===== config.mk =====
export PLATFORM = sky130hd
export DESIGN_NAME = mdma_dev_handshake
export DESIGN_NICKNAME = d
export VERILOG_FILES = /design/src/rtl/mdma_pkg.sv /design/src/rtl/mdma_align.sv /design/src/rtl/mdma_word_cnt.sv /design/src/rtl/mdma_seq.sv /design/src/rtl/mdma_dev_handshake.sv
export SDC_FILE = /design/constraint.sdc
export NUM_CORES = 1
export LEC_CHECK = 0
export ABC_AREA = 1
export BUFFER_PORTS_ARGS = -buffer_cell sky130_fd_sc_hd__buf_2
export CORE_MARGIN = 3
export CORE_UTILIZATION = 50
export CTS_CLUSTER_DIAMETER = 30
export DETAILED_ROUTE_END_ITERATION = 16
export PLACE_DENSITY = 0.77
export SKIP_LAST_GASP = 1
export SLEW_MARGIN = 20
export SYNTH_ARGS = -nofsm -noshare
export SYNTH_HDL_FRONTEND = slang
export SYNTH_HIERARCHICAL = 1
export SYNTH_SLANG_ARGS = --single-unit

===== constraint.sdc =====
create_clock -name clk -period 2.4 [get_ports clk]
set_input_delay 0.12 -clock clk [delete_from_list [all_inputs] [get_ports clk]]
set_output_delay 0.12 -clock clk [all_outputs]
set_load 0.1 [all_outputs]

===== src/rtl/mdma_pkg.sv =====
package mdma_pkg;
   typedef enum logic [2:0] {
      ST_IDLE  = 3'd0,
      ST_ARMED = 3'd1,
      ST_REQ   = 3'd2,
      ST_XFER  = 3'd3,
      ST_DRAIN = 3'd4
   } mdma_state_t;
endpackage


===== src/rtl/mdma_align.sv =====
module mdma_align #(
   parameter int W      = 19,
   parameter int STAGES = 2
) (
   input  logic         clk,
   input  logic         rst,
   input  logic [W-1:0] d_in,
   output logic [W-1:0] d_out
);
   generate
      if (STAGES == 0) begin : g_pass
         assign d_out = d_in;
      end else begin : g_pipe
         logic [W-1:0] stg [STAGES];
         always_ff @(posedge clk) begin
            if (rst) begin
               for (int i = 0; i < STAGES; i++) stg[i] <= '0;
            end else begin
               stg[0] <= d_in;
               for (int i = 1; i < STAGES; i++) stg[i] <= stg[i-1];
            end
         end
         assign d_out = stg[STAGES-1];
      end
   endgenerate
endmodule


===== src/rtl/mdma_word_cnt.sv =====
module mdma_word_cnt #(
   parameter int CNT_W = 16
) (
   input  logic             clk,
   input  logic             rst,
   input  logic             load,
   input  logic [CNT_W-1:0] load_val,
   input  logic             dec,
   output logic [CNT_W-1:0] count,
   output logic             is_last
);
   localparam logic [CNT_W-1:0] ONE = CNT_W'(1);

   always_ff @(posedge clk) begin
      if (rst)       count <= '0;
      else if (load) count <= load_val;
      else if (dec)  count <= count - ONE;
   end

   assign is_last = (count == ONE);
endmodule


===== src/rtl/mdma_seq.sv =====
module mdma_seq
   import mdma_pkg::*;
(
   input  logic        clk,
   input  logic        rst,
   input  logic        start_ok,
   input  logic        start_rd,
   input  logic        buf_ready,
   input  logic        ack_s,
   input  logic        rd_rise,
   input  logic        wr_rise,
   input  logic        is_last,
   input  logic        cs_any,
   output mdma_state_t state,
   output logic        dir_rd,
   output logic        load,
   output logic        take,
   output logic        dmarq,
   output logic        done,
   output logic        cs_err
);
   mdma_state_t nxt;
   logic        edge_hit;

   assign edge_hit = dir_rd ? rd_rise : wr_rise;
   assign load     = (state == ST_IDLE) && start_ok;
   assign take     = (state == ST_XFER) && ack_s && edge_hit;

   always_comb begin
      nxt = state;
      unique case (state)
         ST_IDLE:  if (start_ok)  nxt = ST_ARMED;
         ST_ARMED: if (buf_ready) nxt = ST_REQ;
         ST_REQ:   if (ack_s)     nxt = ST_XFER;
         ST_XFER: begin
            if (!ack_s)               nxt = ST_ARMED;
            else if (take && is_last) nxt = ST_DRAIN;
         end
         ST_DRAIN: if (!ack_s)    nxt = ST_IDLE;
         default:                 nxt = ST_IDLE;
      endcase
   end

   always_ff @(posedge clk) begin
      if (rst) begin
         state  <= ST_IDLE;
         dir_rd <= 1'b0;
         dmarq  <= 1'b0;
         done   <= 1'b0;
         cs_err <= 1'b0;
      end else begin
         state  <= nxt;
         if (load) dir_rd <= start_rd;
         dmarq  <= (nxt == ST_REQ) || (nxt == ST_XFER);
         done   <= take && is_last;
         cs_err <= (state != ST_IDLE) && cs_any;
      end
   end
endmodule


===== src/rtl/mdma_dev_handshake.sv =====
module mdma_dev_handshake
   import mdma_pkg::*;
#(
   parameter int CNT_W       = 16,
   parameter int DATA_W      = 16,
   parameter int SYNC_STAGES = 2
) (
   input  logic              clk,
   input  logic              rst,
   input  logic              sel,
   input  logic              cs0,
   input  logic              cs1,
   input  logic              start,
   input  logic [CNT_W-1:0]  start_words,
   input  logic              start_rd,
   input  logic              buf_ready,
   input  logic              dmack,
   input  logic              rd_stb,
   input  logic              wr_stb,
   input  logic [DATA_W-1:0] host_wdata,
   input  logic [DATA_W-1:0] dev_rdata,
   output logic              dmarq,
   output logic              dmarq_oe,
   output logic [DATA_W-1:0] bus_dout,
   output logic              bus_oe,
   output logic [DATA_W-1:0] wr_word,
   output logic              wr_valid,
   output logic              rd_take,
   output logic [CNT_W-1:0]  words_left,
   output logic              done,
   output logic              cs_err
);
   localparam int AW = DATA_W + 3;

   initial begin : p_param_check
      if (CNT_W < 2)                          $error("CNT_W must be at least 2");
      if (DATA_W != 16)                       $error("DMA words are 16 bits");
      if (SYNC_STAGES < 0 || SYNC_STAGES > 4) $error("SYNC_STAGES out of 0..4");
   end

   logic [AW-1:0]     raw_in, aligned;
   logic              ack_s, rd_s, wr_s, rd_q, wr_q;
   logic [DATA_W-1:0] wdata_s;
   logic              rd_rise, wr_rise, start_ok, load, take, is_last, dir_rd;
   logic              st_req, busy;
   mdma_state_t       state;

   assign raw_in = {dmack, rd_stb, wr_stb, host_wdata};

   mdma_align #(.W(AW), .STAGES(SYNC_STAGES)) u_align (
      .clk(clk), .rst(rst), .d_in(raw_in), .d_out(aligned)
   );

   assign ack_s   = aligned[AW-1];
   assign rd_s    = aligned[AW-2];
   assign wr_s    = aligned[AW-3];
   assign wdata_s = aligned[DATA_W-1:0];

   always_ff @(posedge clk) begin
      if (rst) begin
         rd_q <= 1'b0;
         wr_q <= 1'b0;
      end else begin
         rd_q <= rd_s;
         wr_q <= wr_s;
      end
   end

   assign rd_rise  = rd_s && !rd_q;
   assign wr_rise  = wr_s && !wr_q;
   assign start_ok = start && (start_words != '0);

   mdma_seq u_seq (
      .clk(clk), .rst(rst), .start_ok(start_ok), .start_rd(start_rd),
      .buf_ready(buf_ready), .ack_s(ack_s), .rd_rise(rd_rise), .wr_rise(wr_rise),
      .is_last(is_last), .cs_any(cs0 || cs1), .state(state), .dir_rd(dir_rd),
      .load(load), .take(take), .dmarq(dmarq), .done(done), .cs_err(cs_err)
   );

   mdma_word_cnt #(.CNT_W(CNT_W)) u_cnt (
      .clk(clk), .rst(rst), .load(load), .load_val(start_words),
      .dec(take), .count(words_left), .is_last(is_last)
   );

   always_ff @(posedge clk) begin
      if (rst) begin
         dmarq_oe <= 1'b0;
         wr_valid <= 1'b0;
         rd_take  <= 1'b0;
         wr_word  <= '0;
      end else begin
         dmarq_oe <= sel;
         wr_valid <= take && !dir_rd;
         rd_take  <= take && dir_rd;
         if (take && !dir_rd) wr_word <= wdata_s;
      end
   end

   assign bus_oe   = (state == ST_XFER) && dir_rd;
   assign bus_dout = dev_rdata;
   assign st_req   = (state == ST_REQ);
   assign busy     = (state != ST_IDLE);
endmodule


==> flow_metrics.env <==
export IMPL_grt_overflow=0
export IMPL_startpoint_type="flip-flop"
export IMPL_wl_per_cell_um=12.4
export IMPL_max_slew_margin=0.657
export IMPL_clk_path_buf_depth=2
export IMPL_yosys_top_cells_count="87 x nand2_1, 82 x dfxtp_1, 73 x inv_1, 73 x nor2_1, 38 x buf_4"
export IMPL_hold_violations=0
export IMPL_status="complete, no violations"
export IMPL_ctsHtreeMaxLevel=3
export IMPL_num_rows=30
export IMPL_grt_usage=0.199
export IMPL_numPortBuffers=81
export IMPL_synthFlopType="dfxtp_1"
export IMPL_holdWs_ns=0.0655
export IMPL_rsz0062_at_grt="false"
export IMPL_finalCritPeriodShare=0.777
export IMPL_grt_start_max_net_pins=56
export IMPL_cp_end_kind="flip-flop"
export IMPL_synth_edf_count=0
export IMPL_final_nets=606
export IMPL_tns_ns=0
export IMPL_antennaDiodeCount=0
export IMPL_layout_setup_ws_ns=0.534
export IMPL_cts_buffers=9
export IMPL_skew_ns=0.0138
export IMPL_synth_avg_cell_area_um2=7.59
export IMPL_finalMaxSlewViolations=0
export IMPL_setup_violations_final=0
export IMPL_hold_class="in2reg"
export IMPL_dieHeight_um=91.0
export IMPL_placedCellCount=610
export IMPL_via_per_inst=4.67
export IMPL_worstPathArrival_ns=2.16
export IMPL_postRouteAntennaNets=0
export IMPL_tightest_slew_ns=0.514
export IMPL_drt_pass1_iterations=5
export IMPL_grt_pass1_wl_um=13400
export IMPL_synth_top_cells_by_area="dfxtp_1 45%, nand2_1 9.0%, buf_4 7.9%"
export IMPL_cts_root_buffer="clkbuf_8"
export IMPL_design_area_mm2=0.00426
export IMPL_yosysSeqAreaShare=0.454
export IMPL_io_pins=114
export IMPL_clk_insertion_delay_late_ns=0.35
export IMPL_initial_utilization=0.523
export IMPL_routabilityCongestion=0.917
export IMPL_ir_worst_vdd_uv=417
export IMPL_p_leak_uw=0.00208
export IMPL_core_mm2=0.00691
export IMPL_grt_pass1_vias=2989
export IMPL_timing_max_cap_violations=0
export IMPL_clock_sinks=82
export IMPL_synth_top_area_cell="dfxtp_1"
export IMPL_fin_cells=646
export IMPL_place_area_mm2=0.00383
export IMPL_async_reset_ff_frac=0
export IMPL_critPathMaxFanout=11
export IMPL_syn_nets=537
export IMPL_cts_resized=0
export IMPL_drive_above_1_share=0.242
export IMPL_drt_wl_total_um=8010
export IMPL_drc=0
export IMPL_yosys_area_top_type_share=0.454
export IMPL_drtIter0Drc=213
export IMPL_antenna_found_initial=0
export IMPL_dp_hpwl_um=5580
export IMPL_critPathKind="reg2reg"
export IMPL_min_period_ns=1.87
export IMPL_tritoncts="done"
export IMPL_ys_ff_latch=82
export IMPL_path_clk_slew_ns=0.09
export IMPL_dieWidth_um=91.0
export IMPL_synthMostInstantiatedCell="nand2_1"
export IMPL_vias=3020
export IMPL_yosys_cell_types_count=33
export IMPL_syn_area_mm2=0.00361
export IMPL_dieArea_mm2=0.00828
export IMPL_syn2layout_area_growth_pct=18.0
export IMPL_yosysWarnings=6
export IMPL_dp_slack_ns=0.617
export IMPL_power_density_mw_per_mm2=744
export IMPL_syn_inst=476
export IMPL_required_ns=2.70
export IMPL_fmax_ghz=0.536
[layout by cell type (no fill, tap or decap), types with 6 or more instances in the layout]
cell type,n
dlygate4sd3_1,20
nor2_4,6
inv_1,73
a22oi_1,9
nor2_1,73
a21oi_1,32
clkbuf_8,9
nand2_1,87
nand3_1,20
nor2_2,7
buf_2,81
o21ai_0,6
dfxtp_1,82
[logic make-up after synthesis]
kind of cell / after synthesis / share of synthesized area
xor gates and xnor gates: 3 / 0.00935
DFF: 82 / 0.454
and+or+nand+nor: 211 / 0.265
adders and majority gates: 2 / 0.00693
buffers and inverters: 124 / 0.179
AOI/OAI and AO/OA: 54 / 0.0856
[power by group]
part | switching (µW) | internal (µW) | total [µW] | leakage (µW)
logic | 400 | 178 | 578 | 0.00129
registers | 49.9 | 1420 | 1470 | 0.000673
clock network | 525 | 604 | 1130 | 0.000117
total | 974 | 2200 | 3170 | 0.00208
[stage by stage]
stage / total power [µW] / utilization
after floorplan: 2060 / -
after global placement: 2040 / 0.555
after detailed placement: 2040 / 0.555
after CTS: 3190 / 0.617
after global routing: 3320 / 0.617
final: 3170 / 0.617
[critical path: stages (launching register included)]
cell and delay [ns]:
dfxtp_1 0.36, inv_2 0.11, nand3_1 0.12, nor2_2 0.16, and2_1 0.29, nand2_2 0.15, inv_1 0.30, nand4_1 0.14
nand3_1 0.09, nand2_1 0.05, inv_1 0.05
[final timing paths]
| check | to | cells past startpoint | startpoint | slack (ns) |
|---|---|---|---|---|
| max | u_cnt/count[8] | 10 | u_seq/state[2] | 0.53 |
| min | u_cnt/count[2] | 3 | start_words[2] | 0.07 |
| max reg2reg | u_cnt/count[8] | 10 | u_seq/state[2] | 0.53 |
| min reg2reg | u_align/g_pipe.stg[0][26] | 2 | u_align/g_pipe.stg[0][7] | 0.40 |
[metal layers]
layer | track usage | wire, µm | vias to the layer above
met1 | 0.234 | 3420 | 1352
met5 | 0 | 0 | -
met4 | 0.0842 | 138 | 0
met3 | 0.0431 | 480 | 17
met2 | 0.349 | 3970 | 100
li1 | - | - | 1551
[final cells by class]
class	instances	area (µm²)
fill	607	2640
sequential	82	1640
multi-input combinational	270	1330
timing repair buffer	106	656
inverter	76	285
clock buffer	9	124
tap	96	120
clock inverter	7	108
[registers in the layout (all words and copies together), names as in the netlist]
signal	flops
u_cnt/count	16
u_seq/dmarq	1
rd_q	1
wr_q	1
u_seq/cs_err	1
wr_word	16
u_seq/dir_rd	1
u_seq/done	1
u_seq/state	3
wr_valid	1
dmarq_oe	1
u_align/g_pipe.stg	38
rd_take	1
[what timing repair did]
| item | 4_1_cts | 5_1_grt |
|---|---|---|
| hold buffers | 20 | 0 |
| hold endpoints to repair | 20 | 0 |
| setup buffers | 0 | 0 |
| setup endpoints to repair | 0 | 0 |
Power figures use the tool's default switching activity.
